==> config.mk <==
export PLATFORM = sky130hd
export DESIGN_NAME = hist_incr_engine
export DESIGN_NICKNAME = d
export VERILOG_FILES = /design/src/rtl/hist_pkg.sv /design/src/rtl/svc_minifloat_enc.sv /design/src/rtl/hist_addr_mux.sv /design/src/rtl/sram_cmd_pipe.sv /design/src/rtl/hist_incr_engine.sv
export SDC_FILE = /design/constraint.sdc
export NUM_CORES = 1
export LEC_CHECK = 0
export ABC_CLOCK_PERIOD_IN_PS = 3600
export BUFFER_PORTS_ARGS = -buffer_cell sky130_fd_sc_hd__buf_4
export CAP_MARGIN = 20
export CORE_MARGIN = 8
export CORE_UTILIZATION = 50
export DETAILED_ROUTE_END_ITERATION = 8
export GPL_ROUTABILITY_DRIVEN = 0
export PLACE_DENSITY = 0.9
export SYNTH_ARGS = -nofsm -noshare
export SYNTH_HDL_FRONTEND = slang
export SYNTH_SLANG_ARGS = --single-unit
==> constraint.sdc <==
create_clock -name clk -period 3.6 [get_ports clk]
set_input_delay 0.54 -clock clk [delete_from_list [all_inputs] [get_ports clk]]
set_output_delay 0.54 -clock clk [all_outputs]
set_load 0.01 [all_outputs]
==> src/rtl/hist_pkg.sv <==
package hist_pkg;
   localparam int ST_W   = 3;
   localparam int RQ_W   = 2;
   localparam int XPH_W  = 11;
   localparam int PH_W   = 4;
   localparam int SVC_W  = 12;
   localparam int EXP_W  = 3;
   localparam int MAN_W  = 4;
   localparam int CODE_W = EXP_W + MAN_W;
   localparam int SRC_W  = 2;

   typedef enum logic [2:0] {
      S_IDLE,
      S_RD,
      S_WT,
      S_WR,
      S_HWR
   } eng_state_e;
endpackage

==> src/rtl/svc_minifloat_enc.sv <==
module svc_minifloat_enc #(
   parameter int SVC_W = 12,
   parameter int EXP_W = 3,
   parameter int MAN_W = 4
) (
   input  logic [SVC_W-1:0]       cycles,
   output logic [EXP_W+MAN_W-1:0] code
);
   localparam int MAX_EXP = (1 << EXP_W) - 1;
   localparam int TOP_BIT = MAN_W + MAX_EXP - 1;

   if (MAN_W < 1 || EXP_W < 1) begin : g_bad_fmt
      $error("svc_minifloat_enc: exponent and mantissa need at least one bit");
   end
   if (SVC_W <= MAN_W) begin : g_bad_w
      $error("svc_minifloat_enc: count narrower than mantissa");
   end

   int               msb_pos;
   logic [SVC_W-1:0] shifted;

   always_comb begin
      msb_pos = -1;
      for (int i = 0; i < SVC_W; i++) begin
         if (cycles[i]) msb_pos = i;
      end
      shifted = '0;
      if (msb_pos < MAN_W) begin
         code = {{EXP_W{1'b0}}, cycles[MAN_W-1:0]};
      end else if (msb_pos > TOP_BIT) begin
         code = '1;
      end else begin
         shifted = cycles >> (msb_pos - MAN_W);
         code    = {EXP_W'(msb_pos - MAN_W + 1), shifted[MAN_W-1:0]};
      end
   end
endmodule

==> src/rtl/hist_addr_mux.sv <==
module hist_addr_mux
   import hist_pkg::*;
#(
   parameter int ADDR_W = 16
) (
   input  logic [SRC_W-1:0]  src,
   input  logic [ADDR_W-1:0] host_word,
   input  logic [ST_W-1:0]   st,
   input  logic [RQ_W-1:0]   rq,
   input  logic [XPH_W-1:0]  xph,
   input  logic [SVC_W-1:0]  svc,
   input  logic [CODE_W-1:0] svc_code,
   output logic [ADDR_W-1:0] addr
);
   if (ST_W + RQ_W + XPH_W != ADDR_W) begin : g_chk1
      $error("hist_addr_mux: source 1 fields do not fill the address");
   end
   if (ST_W + RQ_W + PH_W + CODE_W != ADDR_W) begin : g_chk2
      $error("hist_addr_mux: source 2 fields do not fill the address");
   end
   if (PH_W + SVC_W != ADDR_W) begin : g_chk3
      $error("hist_addr_mux: source 3 fields do not fill the address");
   end

   always_comb begin
      case (src)
         2'd1:    addr = {st, rq, xph};
         2'd2:    addr = {st, rq, xph[PH_W-1:0], svc_code};
         2'd3:    addr = {xph[PH_W-1:0], svc};
         default: addr = host_word;
      endcase
   end
endmodule

==> src/rtl/sram_cmd_pipe.sv <==
module sram_cmd_pipe #(
   parameter int W      = 50,
   parameter int STAGES = 1
) (
   input  logic         clk,
   input  logic         rst_n,
   input  logic [W-1:0] d,
   output logic [W-1:0] q
);
   if (STAGES < 0) begin : g_bad
      $error("sram_cmd_pipe: negative depth");
   end

   if (STAGES == 0) begin : g_direct
      assign q = d;
   end else begin : g_regs
      logic [W-1:0] stg [STAGES];
      always_ff @(posedge clk) begin
         if (!rst_n) begin
            for (int i = 0; i < STAGES; i++) stg[i] <= '0;
         end else begin
            stg[0] <= d;
            for (int i = 1; i < STAGES; i++) stg[i] <= stg[i-1];
         end
      end
      assign q = stg[STAGES-1];
   end
endmodule

==> src/rtl/hist_incr_engine.sv <==
module hist_incr_engine
   import hist_pkg::*;
#(
   parameter int ADDR_W      = 16,
   parameter int DATA_W      = 32,
   parameter int HOST_AW     = 32,
   parameter int PIPE_STAGES = 1,
   parameter int LOST_W      = 16
) (
   input  logic               clk,
   input  logic               rst_n,
   input  logic               evt_valid,
   input  logic [SRC_W-1:0]   evt_src,
   input  logic [ST_W-1:0]    evt_state,
   input  logic [RQ_W-1:0]    evt_req,
   input  logic [XPH_W-1:0]   evt_xphase,
   input  logic [SVC_W-1:0]   evt_svc,
   input  logic               host_req,
   input  logic               host_we,
   input  logic [HOST_AW-1:0] host_addr,
   input  logic [DATA_W-1:0]  host_wdata,
   output logic               host_ack,
   output logic [DATA_W-1:0]  host_rdata,
   output logic [ADDR_W-1:0]  sram_addr,
   output logic               sram_we,
   output logic               sram_oe,
   output logic [DATA_W-1:0]  sram_wdata,
   input  logic [DATA_W-1:0]  sram_rdata,
   output logic               busy,
   input  logic               irq_mask,
   input  logic               irq_clr,
   output logic               irq,
   output logic [LOST_W-1:0]  lost_cnt
);
   localparam int CMD_W  = ADDR_W + 2 + DATA_W;
   localparam int WAIT_W = (PIPE_STAGES > 1) ? $clog2(PIPE_STAGES) : 1;

   if (ADDR_W != 16) begin : g_chk_addr
      $error("hist_incr_engine: address fields are laid out for 16 bits");
   end
   if (HOST_AW < ADDR_W + 2) begin : g_chk_host
      $error("hist_incr_engine: host address too narrow for word index");
   end
   if (LOST_W < 1 || DATA_W < 2) begin : g_chk_misc
      $error("hist_incr_engine: bad counter widths");
   end

   eng_state_e        state_q;
   logic              op_host_q;
   logic [ADDR_W-1:0] addr_q;
   logic [DATA_W-1:0] hwdata_q;
   logic [WAIT_W-1:0] wait_q;
   logic              ovf_q;
   logic [LOST_W-1:0] lost_q;

   logic [ADDR_W-1:0] host_word;
   logic [CODE_W-1:0] svc_code;
   logic [ADDR_W-1:0] evt_addr;
   logic              idle, evt_take, host_take, evt_drop, wrap;

   assign host_word = host_addr[ADDR_W+1:2];
   assign idle      = (state_q == S_IDLE);
   assign evt_take  = evt_valid && idle;
   assign host_take = host_req && !evt_valid && idle;
   assign evt_drop  = evt_valid && !idle;
   assign wrap      = (state_q == S_WR) && !op_host_q && (sram_rdata == '1);

   svc_minifloat_enc #(
      .SVC_W (SVC_W),
      .EXP_W (EXP_W),
      .MAN_W (MAN_W)
   ) enc_i (
      .cycles (evt_svc),
      .code   (svc_code)
   );

   hist_addr_mux #(
      .ADDR_W (ADDR_W)
   ) mux_i (
      .src       (evt_src),
      .host_word (host_word),
      .st        (evt_state),
      .rq        (evt_req),
      .xph       (evt_xphase),
      .svc       (evt_svc),
      .svc_code  (svc_code),
      .addr      (evt_addr)
   );

   // sequencer
   always_ff @(posedge clk) begin
      if (!rst_n) begin
         state_q   <= S_IDLE;
         op_host_q <= 1'b0;
         addr_q    <= '0;
         hwdata_q  <= '0;
         wait_q    <= '0;
      end else begin
         case (state_q)
            S_IDLE: begin
               if (evt_take) begin
                  addr_q    <= evt_addr;
                  op_host_q <= 1'b0;
                  state_q   <= S_RD;
               end else if (host_take) begin
                  addr_q    <= host_word;
                  hwdata_q  <= host_wdata;
                  op_host_q <= 1'b1;
                  state_q   <= host_we ? S_HWR : S_RD;
               end
            end
            S_RD: begin
               wait_q  <= '0;
               state_q <= (PIPE_STAGES == 0) ? S_WR : S_WT;
            end
            S_WT: begin
               if (wait_q == WAIT_W'(PIPE_STAGES - 1)) state_q <= S_WR;
               else wait_q <= wait_q + 1'b1;
            end
            default: state_q <= S_IDLE;
         endcase
      end
   end

   // overflow flag and lost-event tally
   always_ff @(posedge clk) begin
      if (!rst_n) begin
         ovf_q  <= 1'b0;
         lost_q <= '0;
      end else begin
         if (wrap)         ovf_q <= 1'b1;
         else if (irq_clr) ovf_q <= 1'b0;
         if (evt_drop && lost_q != '1) lost_q <= lost_q + 1'b1;
      end
   end

   // command formation, then a common delay line for all SRAM controls
   logic [ADDR_W-1:0] c_addr;
   logic              c_we, c_oe;
   logic [DATA_W-1:0] c_wdata;

   always_comb begin
      c_addr  = '0;
      c_we    = 1'b0;
      c_oe    = 1'b0;
      c_wdata = '0;
      case (state_q)
         S_RD: begin
            c_addr = addr_q;
            c_oe   = 1'b1;
         end
         S_WR: begin
            if (!op_host_q) begin
               c_addr  = addr_q;
               c_we    = 1'b1;
               c_wdata = sram_rdata + 1'b1;
            end
         end
         S_HWR: begin
            c_addr  = addr_q;
            c_we    = 1'b1;
            c_wdata = hwdata_q;
         end
         default: ;
      endcase
   end

   logic [CMD_W-1:0] cmd_d, cmd_q;
   assign cmd_d = {c_addr, c_we, c_oe, c_wdata};

   sram_cmd_pipe #(
      .W      (CMD_W),
      .STAGES (PIPE_STAGES)
   ) pipe_i (
      .clk   (clk),
      .rst_n (rst_n),
      .d     (cmd_d),
      .q     (cmd_q)
   );

   assign {sram_addr, sram_we, sram_oe, sram_wdata} = cmd_q;

   assign host_ack   = ((state_q == S_WR) && op_host_q) || (state_q == S_HWR);
   assign host_rdata = ((state_q == S_WR) && op_host_q) ? sram_rdata : '0;
   assign busy       = !idle;
   assign irq        = ovf_q && !irq_mask;
   assign lost_cnt   = lost_q;
endmodule

==> results.txt, run 1 <==
- Fmax: 341 MHz
* Initial antenna violation count: 0
- Worst clock skew on the final layout: roughly 10 ps
- Sw Ratio: approximately a quarter
* Residual DRC count: 0
- Hold repair after CTS inserted 0 buffers.
* Clock latency of the later-clocked register in the worst-skew pair: 410 ps
- Fraction of layout cells with a size suffix above 1: 28.3%
* Top-area cell type share of the netlist area: 37.8%
* Crit-path max FO: 7
- In the final routed layout, each cell accounts on average for 17.4 um.
- The cell that appears most often on the critical path is sky130_fd_sc_hd__inv_1.
* Portion of total power attributed to sequential cells: 38.6%
* Critical hold path startpoint: host_wdata[27]
* Layout-stage area growth over the synthesis result: 37.3%
- Most frequent cells after synthesis: sky130_fd_sc_hd__nand2_1, sky130_fd_sc_hd__dfxtp_1, sky130_fd_sc_hd__nor2_1
- The number of cells on the worst reg-to-reg path is 6.
- Detailed-routing iteration count for the pre-antenna-repair pass: 7
- Total Neg Setup Slack: 0 ps
- TritonCTS Sinks: 119
- Yosys warning count: 0
* Net total in the final layout: around 1.1k
- Max transition margin: 30.5%
- Kind of capture point of the worst setup path: flip-flop
- Hold Path Class: in -> reg
- The final-report hold violation count came to 0.
* Number of instances resized during post-cts repair: 0
- After the first detailed-routing iteration, the DRC count stood at between 500 and 600.
- Post-CTS repair timing setup buffer count: 0
* Worst reg2reg setup slack: 1060 ps
* Final cell count without fillers: 1185
* Max-slew violation count: 0
- Chip height: ~130 um
- Setup repair after global routing left no endpoint under its margin.
- Clock tree root driver cell: sky130_fd_sc_hd__clkbuf_16
- The detail route stage leaves a number of antenna-violating nets equal to 0.
- Final setup violation count: 0
- The share of total power dissipated in combinational logic is 14.7%.
- CTS tree: built
- Of the total power, the clock network draws a little under half.
* Least-Margin Pin Slew: about 1000 ps
- Power spread over the standard cell area amounts to between 400 and 500 nW/um^2.
- Overall global routing resource usage: about a quarter
- The wire-length estimate of the detail-placed layout is 15300 um.
* Total of max-cap violations: 0
- 0 antenna diodes ended up in the layout.
* Most used flip-flop cell after synthesis: sky130_fd_sc_hd__dfxtp_1
* Highest-delay cell along the critical path: sky130_fd_sc_hd__nor2_1
* IO Port Bufs: between 200 and 250
- The number of global-route vias before repair came to 6348.
* Via density: 5.73
- Area of the core region: 12500 um^2
* Total number of vias: roughly 6.8k
- Yosys mapped the design onto 70 distinct sky130hd cell types.
- Max Buffers Root-to-Sink: 2
- The first global-routing pass estimated between 30000 and 40000 um of wire.
* Post-placement cell count: 1153
- Pin count of the biggest net entering global routing: 43
* Num rows: 41
- Final Critical Period: roughly 3000 ps
* Critical setup path kind: in -> reg
- Top cells by area in the synthesized netlist: sky130_fd_sc_hd__dfxtp_1, sky130_fd_sc_hd__nand2_1, sky130_fd_sc_hd__a21oi_1
* Clock slew seen by the registers of the worst setup and hold paths: 60 ps
* Worst path max stage delay: 370 ps
- The biggest area contributor in the post-synthesis netlist is sky130_fd_sc_hd__dfxtp_1.
- After technology mapping, the gate count stands at around 800.
- Counting flops and latches in the post-synthesis netlist gives between 100 and 150.
- CP Cell Sequence: buf_4, nor4_1, nor2_1, nor2_1, inv_1, ha_1, inv_1, ha_1, inv_1, nor3b_2, buf_4, nand4_1, o21ai_0, o221ai_1, nand3_1
- In this run the critical register-to-register path is captured at addr_q[8].
- Worst VDD drop: ~0.00032 V
- Post-synthesis cell area: between 6000 and 7000 um^2
- R2R Path Start: state_q[0]
- The die covers 16500 um^2.
* Number of placed I/O pins: 234
- Synthesized area per cell: just under 8 um^2
- After global routing the overflow that remains totals 0.
* Final Cycle Share: about 82%
* Result of the run: completed
- Final routed wirelength across all metal layers: 20600 um
- In this run, synthesis inferred 0 flip-flops with an integrated enable.
* Share of the yosys chip area belonging to registers: between 30% and 40%
- CTS built an H-tree with a depth of 4.
- Cell-internal power: 2730 uW
* Origin of the worst setup path: evt_svc[1]
- For hold timing, the worst endpoint is hwdata_q[27].
- Arrival time at the worst endpoint: about 3300 ps
- At the worst endpoint, the required time is between 3000 and 4000 ps.
- Net count after synthesis: 944
* Most numerous cell in the Yosys netlist: sky130_fd_sc_hd__nand2_1
* Starting density of the core: 50.6%
- Worst Hold Depth: 3
- Counting flops with an async set or reset pin after synthesis yields a share of 0%.
- Switch Pwr: 969 uW
* Die width: 128 um
* Leakage power: 0.00369 uW
* Total clock buffers created by CTS: 17
* Element type at the critical path start: primary input
[routing by layer]
| layer | vias to the layer above | global-route usage, % | routed length (um) |
|---|---|---|---|
| li1 | 3229 | - | - |
| met1 | 3121 | 26.2 | 7930 |
| met2 | 372 | 40.7 | 10000 |
| met3 | 63 | 8.07 | 1970 |
| met4 | 0 | 11.2 | 651 |
| met5 | - | 0 | 0 |
[placed cells by master (no fill, tap or decap), types with 7 or more instances in the layout]
| cell type | count |
|---|---|
| sky130_fd_sc_hd__o21ai_1 | 11 |
| sky130_fd_sc_hd__nand2b_1 | 10 |
| sky130_fd_sc_hd__dfxtp_1 | 119 |
| sky130_fd_sc_hd__o21ai_0 | 33 |
| sky130_fd_sc_hd__or3_1 | 8 |
| sky130_fd_sc_hd__nand3_1 | 24 |
| sky130_fd_sc_hd__o211ai_1 | 10 |
| sky130_fd_sc_hd__inv_1 | 18 |
| sky130_fd_sc_hd__nor2_1 | 70 |
| sky130_fd_sc_hd__o221ai_1 | 8 |
| sky130_fd_sc_hd__and2_1 | 19 |
| sky130_fd_sc_hd__and3_1 | 42 |
| sky130_fd_sc_hd__nor3b_1 | 7 |
| sky130_fd_sc_hd__xnor2_1 | 24 |
| sky130_fd_sc_hd__nand4_1 | 10 |
| sky130_fd_sc_hd__and4_1 | 7 |
| sky130_fd_sc_hd__a21oi_1 | 68 |
| sky130_fd_sc_hd__buf_4 | 231 |
| sky130_fd_sc_hd__a22oi_1 | 15 |
| sky130_fd_sc_hd__ha_1 | 9 |
| sky130_fd_sc_hd__xor2_1 | 17 |
| sky130_fd_sc_hd__nand2_1 | 128 |
| sky130_fd_sc_hd__mux2i_1 | 10 |
| sky130_fd_sc_hd__clkbuf_16 | 17 |
[worst max path at each step]
stage,depth (start not counted),to
CTS,15,addr_q[2]
global placement,15,addr_q[0]
finish,15,addr_q[2]
floorplan,14,addr_q[0]
global route,15,addr_q[0]
detailed placement,15,addr_q[2]
[critical path, delay by kind of cell]
family	cells	cell delay, ps
buffers and inverters	5	610
and+or+nand+nor	6	1380
AOI/OAI and AO/OA	2	370
adders and majority gates	2	370
[cell type report]
class,instances,area (um^2)
clock inverters,14,175
flip-flops and latches,119,2380
well taps,172,215
repair buffers,231,1730
clock buffers,18,439
multi-input cells,610,3630
inverters,21,81.3
fillers,982,3810
[power by group through the flow]
stage	sequential (uW)	clock, uW	combinational, uW
after floorplan	1440	0	310
after global placement	1450	0	526
after detailed placement	1450	0	535
after CTS	1430	1750	538
after global routing	1430	1810	590
final	1430	1730	543
[registers in the layout, indices dropped and copies added, names as in the netlist]
signal             count
ovf_q                  1
hwdata_q              32
op_host_q              1
state_q                3
pipe_i.g_regs.stg     50
lost_cnt              16
addr_q                16
[logic make-up after synthesis]
group	count (synthesis)	synth area share, %
xor gates and xnor gates	41	5.70
AOI/OAI and AO/OA	194	20.1
buffers and inverters	73	4.82
and+or+nand+nor	352	27.5
adders and majority gates	9	1.79
DFF	119	37.8
muxes	14	2.36
[per-stage QoR]
step                      hold WS [ps]  util, %  worst slack [ps]  instance area [um^2]  power (uW)
final                              375     69.4               663                  8650        3700
after global routing               368     69.4               509                  8650        3830
after CTS                          358     69.4               780                  8650        3710
after detailed placement           440     64.5               354                  8040        1990
after global placement             433     64.5               372                  8040        1970
after floorplan                    417        -               500                  6300        1750
Power figures use the tool's default switching activity.
==> inputs of run 2 (changes only) <==
--- a/config.mk
+++ b/config.mk
@@ -5,14 +5,14 @@
 export SDC_FILE = /design/constraint.sdc
 export NUM_CORES = 1
 export LEC_CHECK = 0
-export ABC_CLOCK_PERIOD_IN_PS = 3600
+export ABC_CLOCK_PERIOD_IN_PS = 2600
 export BUFFER_PORTS_ARGS = -buffer_cell sky130_fd_sc_hd__buf_4
 export CAP_MARGIN = 20
 export CORE_MARGIN = 8
-export CORE_UTILIZATION = 50
+export CORE_UTILIZATION = 45
 export DETAILED_ROUTE_END_ITERATION = 8
 export GPL_ROUTABILITY_DRIVEN = 0
-export PLACE_DENSITY = 0.9
+export PLACE_DENSITY = 0.86
 export SYNTH_ARGS = -nofsm -noshare
 export SYNTH_HDL_FRONTEND = slang
 export SYNTH_SLANG_ARGS = --single-unit
==> constraint.sdc (replaced) <==
create_clock -name clk -period 2.6 [get_ports clk]
set_input_delay 0.39 -clock clk [delete_from_list [all_inputs] [get_ports clk]]
set_output_delay 0.39 -clock clk [all_outputs]
set_load 0.01 [all_outputs]
==> run 2 against run 1 <==
- clock skew increased by 3.7 ps
- cell count up 3.4%
- setup slack got worse by 410 ps
- total power increased by 36%
- critical endpoint is now addr_q[1]
- via count up 0.97%
- register-to-register slack got worse by 550 ps
- sequential power is 37% higher
- utilization is 4.7 points lower
- die area up 9.7%
- global-route usage shrank 1.3 points
- highest routed layer unchanged
- first-iteration DRC count increased by 7.0%
==> results.txt, run 2 (synthesized netlist as in run 1, its figures left out) <==
- Result of the run: completed
- For this configuration, the core starts out at a cell density of 45.8%.
* Final Cycle Share: 90.3%
* Pin count of the biggest net entering global routing: 36
- The count of nets left with antenna violations once routing finished came out at 0.
- Clock-pin slew was measured on the worst setup and hold paths at ~60 ps.
- Required arrival time at the worst endpoint: 2940 ps
* Hold Path Class: in -> reg
- Setup repair after global routing left no endpoint under its margin.
- Met3 usage in global routing: under 10%
- Max-slew violation count: 0
* Residual DRC count: 0
- After the first detailed-routing iteration, the DRC count stood at roughly 600.
- Derived from the worst setup path, the maximum achievable clock frequency is 426 MHz.
- After the flow finishes, the layout carries non-filler instances totaling 1225.
* Worst clock skew on the final layout: ~14 ps
- Before CTS, the worst setup slack after placement is -159 ps.
* Origin of the worst setup path: evt_svc[7]
- Cell seen most often among critical-path stages: sky130_fd_sc_hd__inv_1
* Total clock buffers created by CTS: 17
- Pwr per Cell Area: 566 nW/um^2
* Critical hold path startpoint: host_wdata[27]
* PnR worst setup slack: about 250 ps
- After floorplanning, the core was sized to cover between 10000 and 15000 um^2.
* Largest registers ranked by flip-flop count: pipe_i.g_regs.stg x50, hwdata_q x32
- Worst path max stage delay: between 500 and 600 ps
- The HPWL after detailed placement is 16200 um.
- Busiest layer in global routing: met2
- Final Critical Period: 2350 ps
- Num rows: 43
- Number of flip-flops in the largest register: 50
- Total overflow reported by the global router: 0
- TritonCTS Sinks: 119
- The die is 134 um wide.
- Counting along the longest clock path gives a buffer depth of 2.
* Least-Margin Pin Slew: approximately 730 ps
- The number of setup buffers added after CTS is 0.
- For this design, the CTS-stage hold fixing added 0 buffers.
- Most used cells in the layout excluding fill and tap cells: sky130_fd_sc_hd__buf_4, sky130_fd_sc_hd__nand2_1, sky130_fd_sc_hd__dfxtp_1
- Arrival time at the worst endpoint: 2680 ps
* Max transition margin: 51.1%
* Highest-delay cell along the critical path: sky130_fd_sc_hd__or4_4
- After routing the design area is 8910 um^2.
* Element type at the critical path start: primary input
* Net total in the final layout: 1174
* Clock latency of the later-clocked register in the worst-skew pair: between 400 and 500 ps
- Chip height: around 130 um
- Worst VDD drop: approximately 0.00044 V
- In the final routed layout, each cell accounts on average for approximately 17 um.
* Total Neg Setup Slack: 0 ps
- In this run the tool buffered the top-level ports with 217 buffer cells.
* Die Footprint: 18000 um^2
* Number of H-tree branching levels: 4
- Gates resized during post-CTS repair numbered 0.
* Count of antenna diodes in the layout: 0
- Total of max-cap violations: 0
- The initial antenna violation count was 0.
- Number of global-route vias before repair: 6517
* Fraction of layout cells with a size suffix above 1: 31.4%
- Relative to the synthesized area, the layout overhead comes to 41.4%.
- Leakage power: 0.00385 uW
* Final Hold Violating Endpoints: 0
- The library cell used most frequently in the layout, excluding fill and tap cells, is sky130_fd_sc_hd__buf_4.
- Largest register by flop count: pipe_i.g_regs.stg
- In this run the count of I/O pins placed on the die edge is 234.
- TritonCTS built the clock tree.
- Final setup violation count: 0
- In this run the worst path has a maximum fanout of 7.
* CP Cell Sequence: buf_4, or4_4, nor2_4, nor2_1, ha_1, inv_1, ha_2, inv_1, nor3b_4, nand2_1, o41a_1, o211a_1, o21ai_1
* Total number of vias: approximately 6.9k
* Wire length of the first global-routing pass: roughly 33000 um
* Clock tree root driver cell: sky130_fd_sc_hd__clkbuf_16
* Detailed-routing iteration count for the pre-antenna-repair pass: 6
* Final routed wirelength across all metal layers: approximately 21000 um
* Placed Instance Area: 8330 um^2
* Via density: 5.59
- STA classifies the critical path endpoint as a flip-flop.
* Post-placement cell count: 1193
* Critical setup path kind: in -> reg
- Met2 GRT Util: 38.6%
* R2R Path Start: state_q[0]
* Overall global routing resource usage: 22.6%
* Hold Slack: 230 ps
- In the global route stage, met1 resource usage came out at approximately 26%.
## run 2: cell types whose count changed in the layout (fill, tap and decap cells not counted), sizes merged
cell / previous run / this run
buf: 231 / 263
bufinv: 3 / 2
clkbuf: 18 / 17
clkinv: 4 / 7
clkinvlp: 6 / 4
inv: 22 / 23
## run 2: power by group
part / internal [uW] / switching [uW] / total [uW]
clock network: 1410 / 848 / 2260
registers: 1910 / 48.6 / 1960
logic: 370 / 454 / 824
## run 2: through the flow
step | utilization [%] | power [uW]
after floorplan | - | 2420
after CTS | 64.7 | 5070
after global placement | 60.5 | 2790
after detailed placement | 60.5 | 2810
after global routing | 64.7 | 5240
final | 64.7 | 5040
## run 2: per-layer routing
metal	vias up	share of wire, %
li1	3288	-
met1	3124	38
met2	385	49
met3	54	9.7
met4	0	3.3
met5	-	0
## run 2: layout make-up
cell class,count,area [um^2]
Fill cell,1204,4860
Timing Repair Buffer,263,1970
Multi-Input combinational cell,610,3670
Clock buffer,17,425
Sequential cell,119,2380
Inverter,21,81.3
Tap cell,180,225
Clock inverter,15,154
## run 2: worst paths after layout
path | end | slack (ps) | cells past startpoint
setup / recovery | addr_q[1] | 250 | 13
hold / removal | hwdata_q[27] | 230 | 3
setup reg to reg | addr_q[0] | 510 | 8
hold reg to reg | addr_q[8] | 450 | 2
## run 2: worst max-delay path: cells and delay by family
kind	cells	cell delay, ps
AND/OR/NAND/NOR	5	1140
AO/OA/AOI/OAI	3	580
adder cells (fa/ha/maj)	2	330
buffers and inverters	3	230
